--- src/rtl/descram_pkg.sv ---
package descram_pkg;
  localparam int PAYLOAD_W = 64;
  localparam int HDR_W     = 2;
  localparam int TAP_NEAR  = 39;
  localparam int TAP_FAR   = 58;

  typedef struct packed {
    logic advance;   // shift received bits into the history
    logic load;      // capture a new result into the output registers
    logic passThru;  // select the raw payload instead of the descrambled one
  } descram_strobe_t;
endpackage

--- src/rtl/descram_ctrl.sv ---
module descram_ctrl
  import descram_pkg::*;
(
  input  logic            clk,
  input  logic            rstN,
  input  logic            inValid,
  input  logic            bypassEn,
  output descram_strobe_t strobe,
  output logic            outValid
);
  logic armQ;

  always_comb begin
    strobe.advance  = inValid;
    strobe.load     = inValid;
    strobe.passThru = bypassEn;
  end

  always_ff @(posedge clk or negedge rstN) begin
    if (!rstN) begin
      outValid <= 1'b0;
      armQ     <= 1'b0;
    end else begin
      outValid <= inValid;
      armQ     <= 1'b1;
    end
  end


  outvalid_follow_chk: assert property (@(posedge clk) disable iff (!rstN)
    armQ |-> (outValid == $past(inValid)));
endmodule

--- src/rtl/descram_dp.sv ---
module descram_dp
  import descram_pkg::*;
#(
  parameter int PW     = PAYLOAD_W,
  parameter int HW     = HDR_W,
  parameter int NEAR   = TAP_NEAR,
  parameter int FAR    = TAP_FAR
) (
  input  logic            clk,
  input  logic            rstN,
  input  descram_strobe_t strobe,
  input  logic [HW-1:0]   inHeader,
  input  logic [PW-1:0]   inPayload,
  output logic [HW-1:0]   outHeader,
  output logic [PW-1:0]   outPayload
);
  localparam int SW = FAR;        // history length
  localparam int EW = SW + PW;    // history plus current word, in line order

  // histQ[0] is the most recently received scrambled bit
  logic [SW-1:0] histQ, histNext;
  logic [EW-1:0] lineBits;        // lineBits[k]: k-th bit in line order
  logic [PW-1:0] clearBits;
  logic [PW-1:0] resultBits;
  logic          armQ;

  genvar k;
  generate
    for (k = 0; k < EW; k++) begin : g_line
      if (k < SW) begin : g_old
        assign lineBits[k] = histQ[SW-1-k];
      end else begin : g_new
        assign lineBits[k] = inPayload[k-SW];
      end
    end
    for (k = 0; k < PW; k++) begin : g_bit
      assign clearBits[k] = inPayload[k] ^ lineBits[k+SW-NEAR] ^ lineBits[k+SW-FAR];
    end
    for (k = 0; k < SW; k++) begin : g_hist
      assign histNext[k] = lineBits[EW-1-k];
    end
  endgenerate

  assign resultBits = strobe.passThru ? inPayload : clearBits;

  always_ff @(posedge clk or negedge rstN) begin
    if (!rstN) begin
      histQ      <= '0;
      outHeader  <= '0;
      outPayload <= '0;
      armQ       <= 1'b0;
    end else begin
      armQ <= 1'b1;
      if (strobe.advance) histQ <= histNext;
      if (strobe.load) begin
        outHeader  <= inHeader;
        outPayload <= resultBits;
      end
    end
  end


  hdr_pass_chk: assert property (@(posedge clk) disable iff (!rstN)
    (armQ && $past(strobe.load)) |-> (outHeader == $past(inHeader)));

  bypass_pass_chk: assert property (@(posedge clk) disable iff (!rstN)
    (armQ && $past(strobe.load && strobe.passThru)) |-> (outPayload == $past(inPayload)));

  state_hold_chk: assert property (@(posedge clk) disable iff (!rstN)
    (armQ && !$past(strobe.advance)) |-> $stable(histQ));

  idle_hold_chk: assert property (@(posedge clk) disable iff (!rstN)
    (armQ && !$past(strobe.load)) |-> ($stable(outPayload) && $stable(outHeader)));
endmodule

--- src/rtl/payload_descrambler.sv ---
module payload_descrambler
  import descram_pkg::*;
(
  input  logic                 clk,
  input  logic                 rstN,
  input  logic                 inValid,
  input  logic [HDR_W-1:0]     inHeader,
  input  logic [PAYLOAD_W-1:0] inPayload,
  input  logic                 bypassEn,
  output logic                 outValid,
  output logic [HDR_W-1:0]     outHeader,
  output logic [PAYLOAD_W-1:0] outPayload
);
  descram_strobe_t strobe;

  descram_ctrl u_ctrl (
    .clk      (clk),
    .rstN     (rstN),
    .inValid  (inValid),
    .bypassEn (bypassEn),
    .strobe   (strobe),
    .outValid (outValid)
  );

  descram_dp #(
    .PW   (PAYLOAD_W),
    .HW   (HDR_W),
    .NEAR (TAP_NEAR),
    .FAR  (TAP_FAR)
  ) u_dp (
    .clk        (clk),
    .rstN       (rstN),
    .strobe     (strobe),
    .inHeader   (inHeader),
    .inPayload  (inPayload),
    .outHeader  (outHeader),
    .outPayload (outPayload)
  );
endmodule

--- config.mk ---
export PLATFORM = sky130hd
export DESIGN_NAME = payload_descrambler
export DESIGN_NICKNAME = d
export VERILOG_FILES = /design/src/rtl/descram_pkg.sv /design/src/rtl/descram_ctrl.sv /design/src/rtl/descram_dp.sv /design/src/rtl/payload_descrambler.sv
export SDC_FILE = /design/constraint.sdc
export NUM_CORES = 1
export LEC_CHECK = 0
export BUFFER_PORTS_ARGS = -buffer_cell sky130_fd_sc_hd__buf_2
export CAP_MARGIN = 20
export CORE_ASPECT_RATIO = 0.5
export CORE_MARGIN = 10
export CORE_UTILIZATION = 50
export CTS_CLUSTER_SIZE = 8
export DETAILED_ROUTE_END_ITERATION = 6
export PLACE_DENSITY = 0.8
export SYNTH_ARGS = -nofsm -noshare
export SYNTH_HDL_FRONTEND = slang
export SYNTH_HIERARCHICAL = 1
export SYNTH_SLANG_ARGS = --single-unit
--- constraint.sdc ---
create_clock -name clk -period 2.7 [get_ports clk]
set_clock_uncertainty 0.1 [all_clocks]
set_input_delay 0.54 -clock clk [delete_from_list [all_inputs] [get_ports clk]]
set_output_delay 0.54 -clock clk [all_outputs]
set_load 0.02 [all_outputs]
==> After elaboration in Yosys (flattened, before gate mapping) <==
Index checks and enable logic that the tools add are counted.
{ "word_totals": {"in_bits": 70, "out_inout_bits": 67, "word_cells": 133, "register_bits": 125} }
{ "classes": {"bitwise_logic": 128, "muxes": 1} }
{ "op_table": {"columns": ["op", "count"], "rows": [
  ["XOR 1 bit", 128],
  ["two-way mux 64 bit", 1]
]} }

==> Depth between registers and ports, before layout <==
Gate-level depths: netlist (run 1).
{ "depth": {"word_depth": 3, "depth_mapped": 5, "depth_no_buf": 3} }

==> Cells and area by module <==
Netlist (run 1), hierarchy kept.
{ "modules_own_cells": {"columns": ["module", "n_inst", "area_per_inst_um2", "seq_area_each_um2", "cells_each"], "rows": [
  ["descram_dp", 1, 5898.2, 3103.0, 538],
  ["descram_ctrl", 1, 47.5, 25.0, 4]
]} }

==> Worst setup path after synthesis (run 1) <==
OpenSTA, ideal clock, no wires.
{ "synth_timing": {"path_kind": "in2reg", "from": "input port bypassEn", "to": "register u_dp.outPayload[52]", "arrival_time_ns": 1.406, "path_buffers": 3, "setup_ns": 0.082, "path_stages": 5, "t_required_ns": 2.518, "slack_ns": 1.112, "cell_sequence": "buf_4 -> buf_6 -> buf_6 -> or3_1 -> a31oi_1"} }
{ "synth_between": {"elab_chain_cells": 1} }
{ "synth_rtl": {"columns": ["element", "line", "source"], "rows": [
  ["from (decl)", "payload_descrambler.sv:9", "input logic bypassEn,"],
  ["two-way mux 64 bit", "descram_dp.sv:44", "assign resultBits = strobe.passThru ? inPayload : clearBits;"],
  ["to (signal assigned)", "descram_dp.sv:57", "outPayload <= resultBits;"],
  ["to (decl)", "descram_dp.sv:15", "output logic [PW-1:0] outPayload"]
]} }
No other way between the ends.
A chain may end at the register's enable or synchronous reset.

==> Worst setup path in the final report (run 1) <==
{ "layout_timing": {"from": "register u_dp.outPayload[51]", "to": "output port outPayload[51]"} }
{ "layout_rtl": {"columns": ["element", "line", "source"], "rows": [
  ["to (decl)", "payload_descrambler.sv:12", "output logic [PAYLOAD_W-1:0] outPayload"]
]} }
No word-level cell between the ends.

==> results by group, run 1 <==
Outcome
  – Status: finished clean

Setup path
  – Arr. time, crit path: approximately 1 ns
  – CP max FO: 2
  – Worst path cell trace: buf_2
  – Reg2Reg Setup Slack: ~1.3 ns
  – Crit start category: register
  – CP required: 2.06 ns
  – Slowest cell delay on critical path: 0.42 ns
  – Crit end category: output pin
  – Delay-heaviest family, CP: flip-flops
  – Slowest stage cell, crit path: dfrtp_1
  – Crit path kind: register to output pin
  – Buf/Inv on CP: 1

Timing
  – Sum Neg Setup Slack: 0 ns
  – Hold_ws: between 0.02 and 0.03 ns
  – Final hold viol count: 0
  – Worst-Margin Slew: roughly 0.63 ns
  – Slew margin rel.: just under 60%
  – Final Max Slew Viols: 0
  – Period utilization: between 60% and 70%
  – Post-route minimum period: 1.67 ns
  – Final worst-path setup slack: a little over 1 ns
  – Setup violators final: 0
  – Maximum clock rate: between 500 and 600 MHz
  – RSZ-0062 raised after global routing: false

Placement
  – Port bufs: between 100 and 150
  – Routability congestion estimate: between 0.8 and 0.9
  – Placed cell area: slightly below 7000 sq um
  – Worst slack, placed: 0.929 ns
  – DP HPWL: roughly 12,000 um

Drt
  – TritonRoute pass-1 iters: 5
  – Routed Antenna Nets: 0
  – Vias/cell: 5.63
  – Post-Route WL: roughly 17,000 um
  – Drt drc: 0
  – Vias: approximately 4,800
  – WL/cell: around 20 um
  – Drt initial violations: a little over 600

Clocking
  – Worst-skew pair later-pin latency: roughly 0.42 ns
  – Root buffer cell: clkbuf_16
  – Clk sinks: ~130
  – Num CTS Buffers: 17
  – Cts hold-fix bufs: 0
  – Post-CTS Setup Bufs: 0
  – H-tree Lvls: 4
  – Buffer depth of the longest clock path: 2
  – Reg clk slew, reported paths: ~0.060 ns
  – Post-CTS sizing: 0
  – CTS tree: built

Synthesis
  – Register area share after synthesis: 52.6%
  – Post-synth top area share: 52.6%
  – Yosys top cell by area: dfrtp_1
  – Yosys reg bits: around 130
  – Mapped Area: 5950 sq um
  – Syn Nets: 612
  – Area contributors post-synth: dfrtp_1, mux2_2, xnor2_1
  – Syn Area/Cell: about 11 sq um
  – Synth warn: 6
  – Yosys cell types: 13
  – Cells after Synth: about 540

Layout
  – Final core occ: a little under two thirds
  – Share of layout cells above drive strength 1: between 30% and 40%
  – N_diodes: 0
  – Final Instance Area: 7440 sq um
  – Reg area: between 3000 and 4000 sq um
  – Area grow syn2layout: 25.1%
  – Fill count: 886
  – Multi-input gate area: 2600 sq um
  – Layout net count: 737

Die
  – Std cell rows: 28
  – Placeable core area: approximately 12,000 sq um
  – Die width: 174 um
  – Initial core utilization: 50.8%
  – Die area: approximately 17,000 sq um
  – I/O pin cnt: roughly 140
  – Die height: ~97 um

GRT
  – Vias in the first global route: 4,627
  – Largest net degree at the start of global routing: between 100 and 150
  – GRT Total Usage: between 15 and 20%
  – Initial antenna violation count: 1
  – First-pass GRT wire length: about 26,000 um
  – Total congestion overflow: 0

Power and ir drop
  – Peak VDD IR: between 0.3 and 0.4 mV
  – Pwr/cell area: approximately 800 nW/um^2
  – Pleak: between 3 and 4 nW

Min path
  – Worst hold path type: input pin to asynchronous set/reset pin

Job
  – Max Cap Viol: 0
## final cells by class
class                           count  share of cell area [%]
Clock buffer                       22                    6.65
Timing Repair Buffer              143                    10.8
Clock inverter                     10                    2.78
Tap cell                          165                    2.78
Sequential cell                   125                    42.1
Multi-Input combinational cell    380                    34.9
## path summary, 6_finish.rpt
kind | from | endpoint | cells past startpoint
setup / recovery | u_dp/outPayload[51] | outPayload[51] | 1
hold / removal | rstN | u_dp/histQ[11] | 1
setup reg to reg | u_dp/histQ[2] | u_dp/outPayload[36] | 3
hold reg to reg | u_dp/outHeader[1] | u_dp/outHeader[1] | 1
max in group asynchronous | rstN | u_dp/outPayload[54] | 2
min in group clk | inHeader[1] | u_dp/outHeader[1] | 2
## Yosys cell counts
| cell | number |
|---|---|
| dfrtp_1 | 125 |
| a31oi_1 | 64 |
| nor2_1 | 64 |
| or3_1 | 64 |
| xnor2_1 | 64 |
| mux2_2 | 60 |
| o21ai_0 | 51 |
| clkbuf_1 | 13 |
| o21ai_1 | 13 |
| buf_2 | 8 |
| buf_6 | 7 |
| buf_4 | 5 |
| buf_1 | 4 |
## state kept, by name, summed over array words and instances (netlist names)
name / count
u_dp/outPayload: 64
u_dp/outHeader: 2
u_ctrl/outValid: 1
u_dp/histQ: 58
## power by group
part	internal, mW	switching [mW]	leakage [nW]
sequential	2.10	0.189	1.44
combinational	0.440	0.625	1.31
clock	1.85	0.827	0.342
## layer usage
metal / GRT usage, % / part of all wire [%] / routed length [um] / up-vias
met5: 0 / 0 / 0 / -
met4: 7.18 / 1.4 / 245 / 0
met3: 4.46 / 7.3 / 1240 / 22
met2: 29.0 / 45 / 7620 / 177
met1: 28.3 / 46 / 7800 / 2352
li1: - / - / - / 2204
## through the flow
step	power [mW]	std cells
final	6.03	845
after global routing	6.27	845
after CTS	6.06	845
after detailed placement	3.36	813
after global placement	3.32	813
after floorplan	2.93	542
## cell families after synthesis
family	count (synthesis)	share of synthesized area [%]
buf+inv	37	3.70
xor+xnor	64	9.43
flops	125	52.6
compound gates	128	12.1
mux	60	11.4
simple gates	128	10.8
## cell usage in the layout, fill, tap and decap left out
| cell type | count |
|---|---|
| clkbuf_8 | 5 |
| bufinv_16 | 6 |
| xnor2_1 | 64 |
| nor2_1 | 64 |
| clkinv_2 | 2 |
| clkbuf_16 | 17 |
| dfrtp_1 | 125 |
| mux2_2 | 60 |
| o21ai_0 | 51 |
| clkinvlp_4 | 1 |
| buf_2 | 134 |
| clkinv_4 | 1 |
| a31oi_1 | 64 |
| or3_1 | 64 |
| buf_12 | 5 |
| buf_4 | 3 |
| buf_6 | 1 |
| o21ai_1 | 13 |
Note: power is estimated with default switching activity, not from simulation.
==> run 2, diff against run 1 <==
--- a/config.mk
+++ b/config.mk
@@ -9,10 +9,10 @@
 export CAP_MARGIN = 20
 export CORE_ASPECT_RATIO = 0.5
 export CORE_MARGIN = 10
-export CORE_UTILIZATION = 50
+export CORE_UTILIZATION = 49
 export CTS_CLUSTER_SIZE = 8
 export DETAILED_ROUTE_END_ITERATION = 6
-export PLACE_DENSITY = 0.8
+export PLACE_DENSITY = 0.81
 export SYNTH_ARGS = -nofsm -noshare
 export SYNTH_HDL_FRONTEND = slang
 export SYNTH_HIERARCHICAL = 1
==> constraint.sdc (replaced) <==
create_clock -name clk -period 1.38 [get_ports clk]
set_clock_uncertainty 0.1 [all_clocks]
set_input_delay 0.276 -clock clk [delete_from_list [all_inputs] [get_ports clk]]
set_output_delay 0.276 -clock clk [all_outputs]
set_load 0.02 [all_outputs]
==> run 2 against run 1 <==
  * Register-to-register slack lost 1.3 ns
  * The flow now finishes with violations (negative setup slack)
  * Total power grew 83%
  * Non-clock buffer count rose by 24
  * Cell count grew 2.8%
  * Global-route usage up 0.10 points
  * Routed wire length rose by 6.8%
  * Setup slack lost 1.1 ns
  * Clock-buffer cell count is 1 higher
  * Die area grew 1.7%
==> results by group, run 2 (synthesized netlist as in run 1, its figures left out) <==
Layout
  – Max reg flops: 64 (unchanged)
  – Final Instance Area: 7590 sq um (+2.0%)
  – Commonest cells after routing, fill and taps aside: buf_2, dfrtp_1, or3_1, nor2_1, a31oi_1
  – Commonest non-fill, non-tap cell in the layout: buf_2
  – Share of layout cells above drive strength 1: 36.7% (+2.1 points)
  – Final core occ: 64.1% (+0.52 points)
  – Most flops, register: u_dp/outPayload
  – Layout net count: 761 (+3.3%)
  – Top flop regs: u_dp/outPayload x64, u_dp/histQ x58, u_dp/outHeader x2
  – Area grow syn2layout: 27.6%

Die
  – Die area: 17,200 sq um (+1.7%)
  – I/O pin cnt: 137 (unchanged)
  – Die height: 97.9 um (+0.80%)
  – Placeable core area: 11,800 sq um (+1.2%)
  – Die width: 176 um (+0.90%)
  – Std cell rows: 28 (unchanged)
  – Initial core utilization: 50.2% (-0.60 points)

Power and ir drop
  – Peak VDD IR: 0.733 mV (+100%)
  – Tot Pwr: 11.1 mW (+83%)
  – Pleak: 3.18 nW (+2.9%)
  – Pwr/cell area: 1460 nW/um^2 (+80%)

Timing
  – Setup violators final: 1 (+1)
  – Slew margin rel.: 61.7% (+3.6 points)
  – Post-route minimum period: 1.41 ns
  – Maximum clock rate: roughly 710 MHz
  – Period utilization: 102%
  – Final hold viol count: 0 (unchanged)
  – Final Max Slew Viols: 0 (unchanged)
  – Hold_ws: 0.00868 ns (-0.0207 ns)
  – Worst-Margin Slew: 0.570 ns (-0.0579 ns)
  – Final worst-path setup slack: -0.0312 ns (-1.06 ns)
  – RSZ-0062 raised after global routing: true

Drt
  – Drt drc: 0 (unchanged)
  – WL/cell: 20.8 um (+3.9%)
  – Vias: 4,918 (+3.4%)
  – Drt initial violations: 646 (+6.8%)
  – Vias/cell: 5.66 (+0.57%)
  – Routed Antenna Nets: 0 (unchanged)
  – Post-Route WL: 18,100 um (+6.8%)
  – TritonRoute pass-1 iters: 5 (unchanged)

Setup path
  – RR Endpoint: u_dp/outPayload[38]
  – R2R depth: 3 (unchanged)
  – Arr. time, crit path: 1.61 ns (+0.58 ns)
  – R2R Path Start: u_dp/histQ[0]
  – CP required: 1.58 ns (-0.48 ns)
  – Reg2Reg Setup Slack: -0.03 ns (-1.31 ns)
  – CP max FO: 3 (+1)
  – Crit end category: register
  – Crit start category: register
  – Crit path kind: register to register

Outcome
  – Failing checks: negative setup slack
  – Status: complete, but fails checks

Min path
  – WHS Path Cells: 2
  – WHS Endpoint: u_dp/histQ[19]
  – Worst hold path type: input pin to register
  – Min-Delay Startpoint: inPayload[44]

Clocking
  – Num CTS Buffers: 17 (unchanged)
  – Worst-skew pair later-pin latency: 0.42 ns (about the same)
  – Reg clk slew, reported paths: 0.06 ns (about the same)
  – H-tree Lvls: 4 (unchanged)
  – Root buffer cell: clkbuf_16
  – Clk sinks: 125 (unchanged)
  – CTS tree: built
  – Buffer depth of the longest clock path: 2 (unchanged)

Placement
  – DP HPWL: 12,700 um (+6.2%)
  – Routability congestion estimate: 0.852 (+0.11%)
  – Port bufs: 136 (unchanged)
  – Placed cell area: 6910 sq um (+2.6%)

Job
  – Max Cap Viol: 0 (unchanged)

GRT
  – Total congestion overflow: 0 (unchanged)
  – First-pass GRT wire length: 26,900 um (+1.7%)
  – GRT Total Usage: 20.0% (+0.10 points)
  – Largest net degree at the start of global routing: 77 (-40%)
  – Vias in the first global route: 4,710 (+1.8%)
  – Initial antenna violation count: 1 (unchanged)
[run 2: worst max path at each step]
stage	start	endpoint	depth (start not counted)
6_report	u_dp/histQ[0]	u_dp/outPayload[38]	3
2_1_floorplan	bypassEn	u_dp/outPayload[52]	5
3_5_place_dp	bypassEn	u_dp/outPayload[18]	4
5_1_grt	u_dp/outPayload[16]	outPayload[16]	1
4_1_cts	u_dp/outPayload[12]	outPayload[12]	1
3_3_place_gp	bypassEn	u_dp/outPayload[24]	4
[run 2: per-stage QoR]
stage,cells,setup WS [ns],setup TNS [ns]
3_3_place_gp,831,0.0318,0
4_1_cts,866,0.00453,0
6_report,869,-0.0312,-0.0312
2_1_floorplan,542,0.0556,0
3_5_place_dp,831,-0.0271,-0.0271
5_1_grt,869,-0.00936,-0.0158
[run 2: critical path: stages (launching register included)]
cell,delay (ns)
dfrtp_1,0.41
xnor2_1,0.50
or3_1,0.20
a31oi_1,0.08
[run 2: where the power goes]
part / internal [mW] / switching, mW / total [mW]
sequential: 4.11 / 0.384 / 4.49
clock: 2.77 / 1.56 / 4.33
combinational: 0.956 / 1.28 / 2.23
[run 2: repair_timing]
action                                  in CTS  in global routing
hold buffers                                 4                  0
endpoints found under the hold margin      128                  0
endpoints found under the setup margin       0                 17
resized for setup                            0                 19
setup buffers                                0                  2
[run 2: final cells by class]
cell class	count	area (sq um)
Tap cell	165	206
Timing Repair Buffer	167	1060
Sequential cell	125	3130
Clock inverter	8	90.1
Multi-Input combinational cell	380	2610
Antenna cell	1	2.50
Fill cell	876	4250
Clock buffer	23	478
[run 2: layer usage]
layer / GRT usage (%) / part of all wire (%) / wire, um
met1: 26.4 / 43 / 7740
met2: 30.3 / 46 / 8220
met3: 7.19 / 10 / 1860
met4: 5.83 / 1.3 / 240
met5: 0 / 0 / 0
==> run 3, diff against run 2 <==
--- a/config.mk
+++ b/config.mk
@@ -7,7 +7,7 @@
 export LEC_CHECK = 0
 export BUFFER_PORTS_ARGS = -buffer_cell sky130_fd_sc_hd__buf_2
 export CAP_MARGIN = 20
-export CORE_ASPECT_RATIO = 0.5
+export CORE_ASPECT_RATIO = 2
 export CORE_MARGIN = 10
 export CORE_UTILIZATION = 49
 export CTS_CLUSTER_SIZE = 8
==> run 3 against run 2 <==
  * The run now ends clean
  * Global-route usage grew 1.5 points
  * Worst hold slack gained 0.0064 ns
  * Sequential share of layout area is essentially flat
  * Setup slack gained 0.041 ns
  * Largest cell class unchanged
==> results by group, run 3 (synthesized netlist as in run 1, its figures left out) <==
Timing
  – Worst-Margin Slew: 0.449 ns (-0.122 ns)
  – Slew margin rel.: 70.1% (+8.4 points)
  – Maximum clock rate: 730 MHz (+3.0%)
  – Final Max Slew Viols: 0 (unchanged)
  – Setup violators final: 0 (-1)
  – Period utilization: 99.3% (-3.0 points)
  – Final hold viol count: 0 (unchanged)
  – Post-route minimum period: 1.37 ns (-0.0409 ns)
  – Hold_ws: 0.0151 ns (+0.00637 ns)

Setup path
  – Worst path cell trace: xnor2_1, or3_1, a31oi_2
  – Slowest cell delay on critical path: 0.46 ns (-0.04 ns)
  – Setup crit start: u_dp/histQ[24]
  – CP required: 1.60 ns (+0.02 ns)
  – Crit start category: register
  – Slowest stage cell, crit path: dfrtp_2
  – Arr. time, crit path: 1.59 ns (-0.02 ns)
  – R2R depth: 3 (unchanged)
  – R2R Path Start: u_dp/histQ[24]
  – Crit end category: register
  – Buf/Inv on CP: 0 (unchanged)
  – Crit path kind: register to register
  – Delay-heaviest family, CP: flip-flops
  – Number of cells on the critical path: 3 (unchanged)
  – CP max FO: 3 (unchanged)

Placement
  – DP Cell Count: 800 (-3.7%)
  – Routability congestion estimate: 0.913 (+7.2%)
  – Port bufs: 136 (unchanged)
  – DP HPWL: 13,800 um (+8.8%)
  – Placed cell area: 6840 sq um (-1.0%)

Die
  – Die width: 97.9 um (-44%)
  – I/O pin cnt: 137 (unchanged)
  – Die area: 17,200 sq um (unchanged)
  – Placeable core area: 11,800 sq um (unchanged)
  – Initial core utilization: 50.2% (unchanged)
  – Die height: 176 um (+80%)
  – Std cell rows: 56 (+100%)

GRT
  – First-pass GRT wire length: 28,800 um (+7.1%)
  – Largest net degree at the start of global routing: 59 (-23%)
  – GRT Total Usage: 21.5% (+1.5 points)
  – Total congestion overflow: 0 (unchanged)
  – Vias in the first global route: 5,140 (+9.1%)
  – Initial antenna violation count: 4 (+3)

Clocking
  – Buffer depth of the longest clock path: 2 (unchanged)
  – CTS tree: built
  – Worst-skew pair later-pin latency: 0.41 ns (about the same)
  – Reg clk slew, reported paths: 0.05 ns (about the same)
  – Num CTS Buffers: 17 (unchanged)
  – Root buffer cell: clkbuf_16
  – H-tree Lvls: 4 (unchanged)
  – Clk sinks: 125 (unchanged)

Min path
  – WHS Path Cells: 2 (unchanged)
  – Min-Delay Startpoint: inHeader[0]
  – Worst hold path type: input pin to register

Layout
  – Commonest non-fill, non-tap cell in the layout: buf_2
  – Multi-input gate area: 2630 sq um (+0.72%)
  – Reg area: 3140 sq um (about the same)
  – Share of layout cells above drive strength 1: 36.8% (+0.15 points)
  – Top flop regs: u_dp/outPayload x64, u_dp/histQ x58, u_dp/outHeader x2
  – Commonest cells after routing, fill and taps aside: buf_2, dfrtp_1, or3_1, nor2_1, xnor2_1
  – Max reg flops: 64 (unchanged)
  – Layout net count: 749 (-1.6%)
  – Final Instance Area: 7590 sq um (about the same)
  – Fill count: 902 (+3.0%)
  – Area grow syn2layout: 27.7% (about the same)
  – Layout Cells excl Fill: 840 (-3.3%)
  – Most flops, register: u_dp/outPayload

Power and ir drop
  – Internal power: 8.25 mW (+5.3%)
  – Pwr/cell area: 1510 nW/um^2 (+3.7%)
  – Net Sw Frac: 28.1% (-1.0 points)
  – Seq pwr share: 39.0% (-1.6 points)
  – Net Sw Power: 3.23 mW (about the same)
  – Peak VDD IR: 1.13 mV (+54%)
  – Clock power frac: 41.7% (+2.5 points)
  – Pleak: 3.14 nW (-1.1%)
  – Logic pwr share: 19.3% (-0.9 points)

Drt
  – Routed Antenna Nets: 0 (unchanged)
  – Post-Route WL: 18,500 um (+2.6%)
  – Drt initial violations: 257 (-60%)
  – Vias: 4,868 (-1.0%)
  – TritonRoute pass-1 iters: 4 (-1)
  – WL/cell: 22.1 um (+6.1%)
  – Drt drc: 0 (unchanged)
  – Vias/cell: 5.80 (+2.4%)

Job
  – Max Cap Viol: 0 (unchanged)

Outcome
  – Status: finished clean
[run 3: area by class of cell]
class	count	area share, %
repair buffers	155	13.0
clock buffers	22	6.38
well taps	145	2.39
clock inverters	10	2.11
multi-input cells	380	34.7
diodes	3	0.0989
flip-flops and latches	125	41.3
[run 3: repair_timing]
action                                 in CTS  in global routing
gates resized for setup                     3                 14
hold buffers                                3                  0
buffers inserted                            0                  2
setup endpoints to repair                   3                 13
pin swaps                                   1                  3
endpoints found under the hold margin      23                  0
[run 3: routing by layer]
layer / vias to the layer above / routed length, um / global-route usage (%)
li1: 2216 / - / -
met1: 2344 / 5830 / 19.5
met2: 224 / 9980 / 37.3
met3: 82 / 1070 / 5.31
met4: 2 / 1630 / 21.1
met5: - / 11 / 0
[run 3: worst paths after layout]
| check | endpoint | slack, ns |
|---|---|---|
| worst max register to register | u_dp/outPayload[33] | 0.01 |
| worst min-delay path | u_dp/outHeader[0] | 0.02 |
| worst min register to register | u_dp/outHeader[1] | 0.40 |
| min in group asynchronous | u_dp/histQ[1] | 0.26 |
| worst max-delay path | u_dp/outPayload[33] | 0.01 |
| max in group asynchronous | u_dp/histQ[5] | 0.39 |
[run 3: power by group through the flow]
stage                     combinational, mW  sequential [mW]  clock (mW)
after detailed placement               2.15             4.52           0
after global placement                 2.08             4.49           0
after CTS                              2.19             4.46        4.86
final                                  2.21             4.47        4.79
after floorplan                       0.976             4.76           0
after global routing                   2.40             4.52        5.02
[run 3: stage by stage]
stage | TNS [ns] | total power [mW] | setup slack [ns] | utilization, %
6_report | 0 | 11.5 | 0.00969 | 64.1
5_1_grt | -0.00717 | 11.9 | -0.00286 | 64.1
4_1_cts | 0 | 11.5 | 0.000858 | 63.5
3_5_place_dp | -0.0258 | 6.67 | -0.0151 | 57.8
3_3_place_gp | 0 | 6.57 | 0.0337 | 57.8
2_1_floorplan | 0 | 5.74 | 0.0556 | -
